[src/rtl/sram_ctrl_pkg.sv]
package sram_ctrl_pkg;
  typedef enum logic [1:0] {
    OP_NONE  = 2'd0,
    OP_READ  = 2'd1,
    OP_WRITE = 2'd2,
    OP_DESEL = 2'd3
  } op_e;
endpackage

[src/rtl/burst_offset_ctr.sv]
module burst_offset_ctr #(
  parameter int unsigned CW = 2
) (
  input  logic          clk_i,
  input  logic          rst_ni,
  input  logic          load_i,
  input  logic          adv_i,
  input  logic          linear_i,
  input  logic [CW-1:0] seed_i,
  output logic [CW-1:0] off_o
);
  logic [CW-1:0] seed_q, cnt_q, seed_e, cnt_e;

  always_comb begin
    seed_e = load_i ? seed_i : seed_q;
    cnt_e  = load_i ? '0 : (adv_i ? cnt_q + 1'b1 : cnt_q);
    off_o  = linear_i ? seed_e + cnt_e : seed_e ^ cnt_e;
  end

  always_ff @(posedge clk_i or negedge rst_ni) begin
    if (!rst_ni) begin
      seed_q <= '0;
      cnt_q  <= '0;
    end else begin
      seed_q <= seed_e;
      cnt_q  <= cnt_e;
    end
  end

  logic armed_q;
  always_ff @(posedge clk_i or negedge rst_ni) begin
    if (!rst_ni) armed_q <= 1'b0;
    else         armed_q <= 1'b1;
  end

  // idle cycle holds the offset
  a_r9_hold_offset: assert property (@(posedge clk_i) disable iff (!rst_ni)
    (armed_q && !load_i && !adv_i && $stable(linear_i)) |-> off_o == $past(off_o));
  // linear step adds one, wrapping
  a_r9_linear_step: assert property (@(posedge clk_i) disable iff (!rst_ni)
    (armed_q && !load_i && adv_i && linear_i && $past(linear_i))
      |-> off_o == CW'($past(off_o) + 1'b1));
endmodule

[src/rtl/lane_ram.sv]
module lane_ram #(
  parameter int unsigned AW     = 6,
  parameter int unsigned LANES  = 4,
  parameter int unsigned LANE_W = 8
) (
  input  logic                    clk_i,
  input  logic                    rst_ni,
  input  logic [AW-1:0]           addr_i,
  input  logic [LANES-1:0]        we_i,
  input  logic                    re_i,
  input  logic [LANES*LANE_W-1:0] wdata_i,
  output logic [LANES*LANE_W-1:0] rdata_o
);
  localparam int unsigned DEPTH = 1 << AW;

  for (genvar g = 0; g < LANES; g++) begin : g_lane
    logic [LANE_W-1:0] mem_q [DEPTH];
    logic [LANE_W-1:0] rd_q;

    always_ff @(posedge clk_i) begin
      if (we_i[g]) mem_q[addr_i] <= wdata_i[g*LANE_W +: LANE_W];
    end

    always_ff @(posedge clk_i or negedge rst_ni) begin
      if (!rst_ni)   rd_q <= '0;
      else if (re_i) rd_q <= mem_q[addr_i];
    end

    assign rdata_o[g*LANE_W +: LANE_W] = rd_q;
  end

  // the output register changes only on a read edge
  a_r5_rdata_only_on_read: assert property (@(posedge clk_i) disable iff (!rst_ni)
    !re_i |=> $stable(rdata_o));
endmodule

[src/rtl/sram_burst_ctrl.sv]
module sram_burst_ctrl
  import sram_ctrl_pkg::*;
#(
  parameter int unsigned ADDR_W  = 17,
  parameter int unsigned DATA_W  = 32,
  parameter int unsigned MEM_AW  = 6,
  parameter int unsigned BURST_W = 2
) (
  input  logic              clk_i,
  input  logic              rst_ni,
  input  logic [ADDR_W-1:0] addr_i,
  input  logic              ce1_ni,
  input  logic              ce2_i,
  input  logic              ce3_ni,
  input  logic              adsp_ni,
  input  logic              adsc_ni,
  input  logic              adv_ni,
  input  logic              gw_ni,
  input  logic              bwe_ni,
  input  logic [3:0]        bw_ni,
  input  logic              oe_ni,
  input  logic              sleep_i,
  input  logic              linear_i,
  input  logic [DATA_W-1:0] wdata_i,
  output logic [DATA_W-1:0] rdata_o,
  output logic              drive_o
);
  localparam int unsigned LANE_W = 8;
  localparam int unsigned LANES  = DATA_W / LANE_W;
  localparam int unsigned BASE_W = ADDR_W - BURST_W;

  logic [1:0]         slp_q;
  logic               sleeping, sel, p_strobe, strobe;
  logic               p_start, c_start, start, cont;
  logic               active_q, drv_q;
  logic [LANES-1:0]   lane_req, lane_we;
  logic               wr_any;
  op_e                op;
  logic [BASE_W-1:0]  base_q, base_e;
  logic [BURST_W-1:0] off;
  logic [ADDR_W-1:0]  full_addr;

  assign sleeping = slp_q[1];
  assign sel      = !ce1_ni && ce2_i && !ce3_ni;
  assign p_strobe = !adsp_ni && !ce1_ni;   // processor strobe masked by ce1
  assign strobe   = p_strobe || !adsc_ni;
  assign p_start  = !sleeping && p_strobe && sel;
  assign c_start  = !sleeping && !p_strobe && !adsc_ni && sel;
  assign start    = p_start || c_start;
  assign cont     = !sleeping && !strobe && active_q;

  always_comb begin
    if (!gw_ni)       lane_req = '1;
    else if (!bwe_ni) lane_req = ~bw_ni[LANES-1:0];
    else              lane_req = '0;
    wr_any = |lane_req;

    if (sleeping)                           op = OP_NONE;
    else if (strobe && !sel)                op = OP_DESEL;
    else if (p_start)                       op = OP_READ;   // write ignored
    else if ((c_start || cont) && wr_any)   op = OP_WRITE;
    else if (c_start || cont)               op = OP_READ;
    else                                    op = OP_NONE;

    lane_we = (op == OP_WRITE) ? lane_req : '0;
  end

  assign base_e    = start ? addr_i[ADDR_W-1:BURST_W] : base_q;
  assign full_addr = {base_e, off};

  burst_offset_ctr #(.CW(BURST_W)) u_ctr (
    .clk_i    (clk_i),
    .rst_ni   (rst_ni),
    .load_i   (start),
    .adv_i    (cont && !adv_ni),
    .linear_i (linear_i),
    .seed_i   (addr_i[BURST_W-1:0]),
    .off_o    (off)
  );

  lane_ram #(.AW(MEM_AW), .LANES(LANES), .LANE_W(LANE_W)) u_ram (
    .clk_i   (clk_i),
    .rst_ni  (rst_ni),
    .addr_i  (full_addr[MEM_AW-1:0]),
    .we_i    (lane_we),
    .re_i    (op == OP_READ),
    .wdata_i (wdata_i),
    .rdata_o (rdata_o)
  );

  always_ff @(posedge clk_i or negedge rst_ni) begin
    if (!rst_ni) begin
      slp_q    <= '0;
      base_q   <= '0;
      active_q <= 1'b0;
      drv_q    <= 1'b0;
    end else begin
      slp_q  <= {slp_q[0], sleep_i};
      base_q <= base_e;
      if (sleeping || op == OP_DESEL) active_q <= 1'b0;
      else if (start)                 active_q <= 1'b1;
      // first read out of a deselected state stays undriven
      drv_q <= (op == OP_READ) && active_q;
    end
  end

  assign drive_o = drv_q && !oe_ni;

  a_r7_write_tristates: assert property (@(posedge clk_i) disable iff (!rst_ni)
    (|lane_we) |=> !drive_o);
  a_r6_deselect_tristates: assert property (@(posedge clk_i) disable iff (!rst_ni)
    (!sleeping && strobe && !sel) |=> !drive_o);
  a_r8_first_read_masked: assert property (@(posedge clk_i) disable iff (!rst_ni)
    (start && !active_q) |=> !drive_o);
  a_r10_sleep_quiet: assert property (@(posedge clk_i) disable iff (!rst_ni)
    sleeping |=> (!drive_o && !active_q));
  a_r6_drive_needs_active: assert property (@(posedge clk_i) disable iff (!rst_ni)
    drv_q |-> active_q);
  a_r2_processor_start_reads: assert property (@(posedge clk_i) disable iff (!rst_ni)
    p_start |-> lane_we == '0);
endmodule

[config.mk]
export PLATFORM = sky130hd
export DESIGN_NAME = sram_burst_ctrl
export DESIGN_NICKNAME = d
export VERILOG_FILES = /design/src/rtl/sram_ctrl_pkg.sv /design/src/rtl/burst_offset_ctr.sv /design/src/rtl/lane_ram.sv /design/src/rtl/sram_burst_ctrl.sv
export SDC_FILE = /design/constraint.sdc
export NUM_CORES = 2
export LEC_CHECK = 0
export BUFFER_PORTS_ARGS = -buffer_cell sky130_fd_sc_hd__buf_4
export CORE_ASPECT_RATIO = 0.9
export CORE_MARGIN = 2
export CORE_UTILIZATION = 25
export CTS_BUF_LIST = sky130_fd_sc_hd__clkbuf_4
export DETAILED_ROUTE_END_ITERATION = 7
export PLACE_DENSITY = 0.37
export SLEW_MARGIN = 20
export SYNTH_ARGS = -nofsm -noshare
export SYNTH_HDL_FRONTEND = slang
export SYNTH_SLANG_ARGS = --single-unit
[constraint.sdc]
create_clock -name clk_i -period 7.15 [get_ports clk_i]
set_input_delay 1.43 -clock clk_i [delete_from_list [all_inputs] [get_ports clk_i]]
set_output_delay 1.43 -clock clk_i [all_outputs]
set_load 0.02 [all_outputs]
* Word level (Yosys, flattened, before mapping)
Memory sizes are Yosys's and may differ from the RTL's. A register that Yosys moved wholly into a read port is not among the register bits. Cells that the tools add are included.
Word-level totals: flip-flop bits (word level) 12, memory bits (writable) 2048, bits of input ports 66, word-level logic and storage cells 75, memories 4
Operators by class: $add $sub $neg 2, equal/unequal tests 3, muxes and demuxes 23, bitwise gates (word level) 2, reductions and logical operators 35
Memory list:
- u_ram.g_lane[0].mem_q | words 64, bits a word 8, rd ports 1, clocked after Yosys merged registers in 1, wr ports 1, RTL line lane_ram.sv:17 | logic [LANE_W-1:0] mem_q [DEPTH];
- u_ram.g_lane[1].mem_q | words 64, bits a word 8, rd ports 1, clocked after Yosys merged registers in 1, wr ports 1, RTL line lane_ram.sv:17
- u_ram.g_lane[2].mem_q | words 64, bits a word 8, rd ports 1, clocked after Yosys merged registers in 1, wr ports 1, RTL line lane_ram.sv:17
- u_ram.g_lane[3].mem_q | words 64, bits a word 8, rd ports 1, clocked after Yosys merged registers in 1, wr ports 1, RTL line lane_ram.sv:17
Operator list (number):
- $mux 2 | 8
- $mux 4 | 4
- $logic_and 1x1->1 | 15
- $logic_not 1->1 | 14
- $mux 1 | 11
- $eq 2x2->1 const B | 2
- $logic_or 1x1->1 | 4
- $not 4->4 | 1
- $reduce_or 4->1 | 1
- $add 2x1->2 const B | 1
- $add 2x2->2 | 1
- $eq 2x1->1 const B | 1
- $reduce_bool 2->1 | 1
- $xor 2x2->2 | 1

* Depth between registers and ports, before layout
word-level depth 16, gate-level depth with buffers 21

* Hierarchy
Synthesis repeated with hierarchy kept, for this count alone.
Second synthesis, totals: cell total of the unflattened synthesis 4447, area total of the unflattened synthesis 81346.8 um^2
Modules (own cells, without submodules):
- lane_ram | instances 1, cells each 4392, area each 80704.9 um^2
- sram_burst_ctrl | instances 1, cells each 39, area each 442.9 um^2
- burst_offset_ctr | instances 1, cells each 16, area each 198.9 um^2

* Worst setup path before layout
No wires, ideal clock.
path kind input port to flip-flop, start point input ce2_i, end point memory u_ram.g_lane[0].mem_q[50][0] (enable), library setup time 0.371 ns, data arrival time 5.747 ns, required time 6.779 ns, slack 1.032 ns, cell stages on the path 20, buffers on the path 9, path through nor3b_1 > nand2_1 > clkbuf_1 > buf_1 > clkbuf_1 > nand2_1 > nand2_1 > ha_1 > nand2_1 > and4_1 > or4_1 > buf_2 > xnor2_4 > buf_2 > buf_2 > buf_4 > buf_2 > nand2_1 > clkbuf_1 > nor2_1
RTL lines:
- from (decl) | RTL line sram_burst_ctrl.sv:13 | input logic ce2_i,
- $logic_and 1x1->1 * (2 in a row) | RTL line sram_burst_ctrl.sv:44 | assign sel = !ce1_ni && ce2_i && !ce3_ni;
- $logic_and 1x1->1 (on tied branches) | RTL line sram_burst_ctrl.sv:47, sram_burst_ctrl.sv:48
- $logic_or 1x1->1 * | RTL line sram_burst_ctrl.sv:49 | assign start = p_start || c_start;
- $mux 2 * | RTL line burst_offset_ctr.sv:15 | seed_e = load_i ? seed_i : seed_q;
- named net u_ctr.seed_e[0] | RTL line burst_offset_ctr.sv:12 | logic [CW-1:0] seed_q, cnt_q, seed_e, cnt_e;
- $add 2x2->2 or $xor 2x2->2 (tied branches) | RTL line burst_offset_ctr.sv:17 | off_o = linear_i ? seed_e + cnt_e : seed_e ^ cnt_e;
- $mux 2 * | RTL line burst_offset_ctr.sv:17
- to (decl) | RTL line lane_ram.sv:17
Mark *: on every way through the listed nets, which the timed path passes. The rest lies on a longest branch.

* Worst setup path after layout
start point register slp_q[1], end point register u_ram.g_lane[0].rd_q[3] (read register of u_ram.g_lane[0].mem_q)
RTL lines:
- from (decl) | RTL line sram_burst_ctrl.sv:32 | logic [1:0] slp_q;
- from (signal assigned) | RTL line sram_burst_ctrl.sv:98 | slp_q <= {slp_q[0], sleep_i};
- $logic_not 1->1 * | RTL line sram_burst_ctrl.sv:47, sram_burst_ctrl.sv:48
- $logic_and 1x1->1 (3 in a row) | RTL line sram_burst_ctrl.sv:48 | assign c_start = !sleeping && !p_strobe && !adsc_ni && sel;
- $logic_or 1x1->1 * | RTL line sram_burst_ctrl.sv:49
- $mux 2 * | RTL line burst_offset_ctr.sv:15
- named net u_ctr.seed_e[0] | RTL line burst_offset_ctr.sv:12
- $add 2x2->2 or $xor 2x2->2 (tied branches) | RTL line burst_offset_ctr.sv:17
- $mux 2 * | RTL line burst_offset_ctr.sv:17
- to (decl) | RTL line lane_ram.sv:18 | logic [LANE_W-1:0] rd_q;
Marked as above. A chain may end at the register's enable or synchronous reset.

==> parameters.txt <==
Parameter                              Value

Power
  P_leak ... between 30 and 40 nW
  Max VDD drop ... 202 uV
  Int Power ... 21.6 mW
  Power per unit of standard cell area ... 306 nW/um^2
  Fraction of power consumed by sequential logic ... 43.9%
  Part of the total power dissipated in the clock network ... 37.4%
  Switching power share of the total ... between 30% and 40%
  Gate power share ... between 10% and 20%
  Net Sw Power ... 9.78 mW

GRT
  Antenna violations before repair ... 49
  First-pass GRT wire length ... 471 mm
  All-Layer GR Usage ... 19.1%
  Grt total ovfl ... 0
  Via count of the first global-routing pass ... 57,200
  Pin count of the biggest net entering global routing ... roughly 120

Synth
  Post-synthesis average cell area ... 14.9 um^2
  Fraction of post-synthesis cell area in the top cell type by area ... 71.0%
  Post-Syn Instances ... between 5,000 and 6,000
  YS warnings ... 0
  Flops & latches, synth ... approximately 2,100
  Netlist area before placement ... about 87,000 um^2
  Number of enable-type register cells in the synthesized netlist ... between 2,000 and 2,500
  Synth Net Count ... roughly 5,900
  Cell variety after synth ... 72
  Cells taking the most area after synthesis ... edfxtp_1 (71%), mux4_2 (3.6%), mux2i_1 (2.9%)
  Async S/R FF share, synth ... 2.10%
  Library cell occupying the most area in the post-synthesis netlist ... edfxtp_1
  Primary flip-flop cell chosen by synthesis mapping ... edfxtp_1
  Sequential fraction of the synthesis area ... 72.3%

CTS
  CTS tree ... done
  Clock-pin slew on the worst setup and hold paths ... 0.06 ns
  Level count of the clock H-tree ... 6
  Clock Latency Late Sink ... about 1.6 ns
  Number of buffers on the longest clock path ... 4
  CTS sink count ... 2,092
  Number of buffers inserted by post-CTS setup repair ... 0
  Post-CTS resize count ... 0
  Post-cts hold buffer count ... 4
  Clock tree root buffer cell ... clkbuf_4
  CTS buffer count ... 603

Critical path
  Worst reg2reg setup slack ... 1.65 ns
  CP required ... 8.50 ns
  Worst setup EP type ... flop
  Max Fanout on Critical Path ... 29
  Crit path launch type ... flop
  Critical Setup Path Class ... reg2reg
  Capture instance of the worst register-to-register path ... u_ram.g_lane[0].rd_q[3]$_DFFE_PN0N_
  Depth of the worst register-to-register path ... 18
  Arrival time reported for the critical path endpoint ... 6.85 ns
  Critical register-to-register path startpoint ... slp_q[1]$_DFF_PN0_

Timing
  Setup repair after global routing missed its margin ... no
  Fraction of the cycle the final worst path needs ... 76.9%
  Number of pins exceeding their max-slew limit in the final report ... 0
  Setup TNS ... 0 ns
  Highest Clock Rate ... 182 MHz
  Tmin final ... 5.50 ns
  Total setup violations reported at the end of the flow ... 0
  Worst clock skew ... 0.0910 ns
  Post-route worst hold slack ... approximately 0.21 ns
  Slew at the pin with the worst max-slew slack ... ~1.2 ns
  Worst-case headroom to the max-slew limit ... a little under a quarter
  Count of endpoints failing hold in the final timing report ... 0

Cells and area
  Final-stage net count ... 6,458
  Ratio of cells with drive above 1 in the final layout ... 24.1%
  Area growth, synth to finish ... 18.5%
  Finished Cell Area ... 103,000 um^2

Die
  Initial standard-cell utilization of the core ... 25.1%
  Die width ... 624 um
  Area enclosed by the die boundary ... 351,000 um^2
  Count of boundary I/O pins ... 99
  Vertical extent of the die ... 562 um
  Floorplan core area ... 346,000 um^2
  Floorplan row count ... 205

Placement
  DPL Wire Length ... between 200 and 250 mm
  PortBufs ... between 80 and 90
  Placer's final routability congestion estimate ... 0.781
  Cell area after placement ... 94,600 um^2

Drt
  Post-detailed-routing wire length ... 345 mm
  DR vias/cell ... 5.06
  Detail-routed net length per standard cell ... 30.1 um
  DRC violation total after the first TritonRoute iteration ... 5,876
  Total DRC errors in the routed layout ... 0
  Detailed-route via count ... 57,900
  Count of antenna-violating nets left after detailed routing ... 0
  Drt pass-1 iters ... 6

Min path
  Classification of the worst-slack hold path ... in2reg
  Instance count along the most critical hold path ... 3
  Endpoint of the worst hold path ... base_q[3]$_DFF_PN0_
  Hold_sp ... addr_i[5]

Outcome
  Status ... finished clean

Flow run
  Max_cap viols ... 0
[metrics by stage]
step	instances	total power, mW	util [%]	worst slack (ns)
floorplan	5809	16.9	-	1.03
global placement	10300	20.0	27.4	0.548
detailed placement	10300	20.0	27.4	0.552
CTS	11400	31.9	29.7	1.63
global route	11400	32.7	29.7	1.40
finish	11400	31.4	29.7	1.65
[synth_stat cells, types with 53 or more instances]
master    instances
a311oi_1        120
nor2_1          321
o21ai_0         125
nand3_1          61
nor3_1          414
clkbuf_1        306
edfxtp_1       2048
a21oi_1         230
mux2i_1         255
o22ai_1         120
mux2_2           53
mux4_2          139
buf_2            78
buf_1            65
nand2_1         650
nor4_1           76
o221ai_1        158
[worst max-delay path by stage]
stage	from	endpoint	cells after the start
2_1_floorplan	ce2_i	u_ram.g_lane[0].mem_q[50][0]$_DFFE_PP_	20
3_3_place_gp	ce1_ni	u_ram.g_lane[2].rd_q[6]$_DFFE_PN0N_	17
3_5_place_dp	ce1_ni	u_ram.g_lane[2].rd_q[6]$_DFFE_PN0N_	17
4_1_cts	slp_q[1]$_DFF_PN0_	u_ram.g_lane[0].rd_q[3]$_DFFE_PN0N_	18
5_1_grt	slp_q[1]$_DFF_PN0_	u_ram.g_lane[0].rd_q[3]$_DFFE_PN0N_	18
6_report	slp_q[1]$_DFF_PN0_	u_ram.g_lane[0].rd_q[3]$_DFFE_PN0N_	18
[layer usage]
metal / vias up / GRT usage [%] / part of all wire, %
li1: 25100 / - / -
met3: 487 / 3.67 / 6.3
met5: - / 0 / 0.010
met4: 6 / 5.93 / 2.6
met2: 2146 / 30.1 / 46
met1: 30200 / 26.4 / 45
[cell families after synthesis]
group / after synthesis / share of synthesized area (%)
XOR/XNOR: 3 / 0.0607
AND/OR/NAND/NOR: 1636 / 8.47
flip-flops: 2092 / 72.3
buffers and inverters: 464 / 2.14
multiplexers: 452 / 7.31
adder cells (fa/ha/maj): 1 / 0.0144
AO/OA/AOI/OAI: 1161 / 9.73
[worst max-delay path: stages (launching register included)]
cell and delay, ns:
dfrtp_1 0.47, a21o_1 0.35, nor2_1 0.20, buf_4 0.19
nand2_1 0.07, nand2_1 0.11, ha_4 0.13, nand2_1 0.09
nor4_1 0.34, or4_4 0.39, buf_4 0.57, nand3_4 0.48
buf_4 0.38, o221ai_1 0.18, a21oi_1 0.06, nor4bb_1 0.37
buf_4 0.23, nand4_1 0.22, o32a_1 0.44
[layout by cell type (no fill, tap or decap), drive strengths merged, types with 25 or more instances in the layout]
master / Yosys / final
a21oi: 230 / 230
a222oi: 25 / 25
a22o: 50 / 50
a311o: 43 / 43
a311oi: 120 / 120
a31oi: 35 / 35
buf: 148 / 427
clkbuf: 306 / 896
clkinv: 1 / 133
dfrtp: 44 / 44
diode: 0 / 33
edfxtp: 2048 / 2048
inv: 9 / 27
mux2: 58 / 58
mux2i: 255 / 255
mux4: 139 / 139
nand2: 650 / 650
nand3: 61 / 61
nor2: 321 / 321
nor3: 414 / 414
nor4: 76 / 76
o21ai: 146 / 146
o221ai: 158 / 158
o22ai: 120 / 120
o311ai: 47 / 47
[final cells by class]
| class | count | area [um^2] |
|---|---|---|
| multi-input cells | 3253 | 22500 |
| clock buffers | 896 | 6730 |
| clock inverters | 177 | 1220 |
| well taps | 4554 | 5700 |
| repair buffers | 431 | 3830 |
| fillers | 34800 | 243000 |
| inverters | 10 | 52.6 |
| flip-flops and latches | 2092 | 62600 |
| diodes | 33 | 82.6 |
[power groups by stage]
stage	clock network [mW]	registers (mW)	logic, mW
CTS	12.1	13.8	5.93
finish	11.8	13.8	5.86
detailed placement	0	14.1	5.92
floorplan	0	14.0	2.95
global placement	0	14.1	5.90
global route	12.8	13.8	6.15
[sequential cells by signal, summed over array words and instances (netlist names)]
name,flops
u_ctr.seed_q,2
slp_q,2
active_q,1
u_ram.g_lane.rd_q,32
drv_q,1
u_ctr.cnt_q,2
base_q,4
u_ram.g_lane.mem_q,2048
Power figures use the tool's default switching activity.
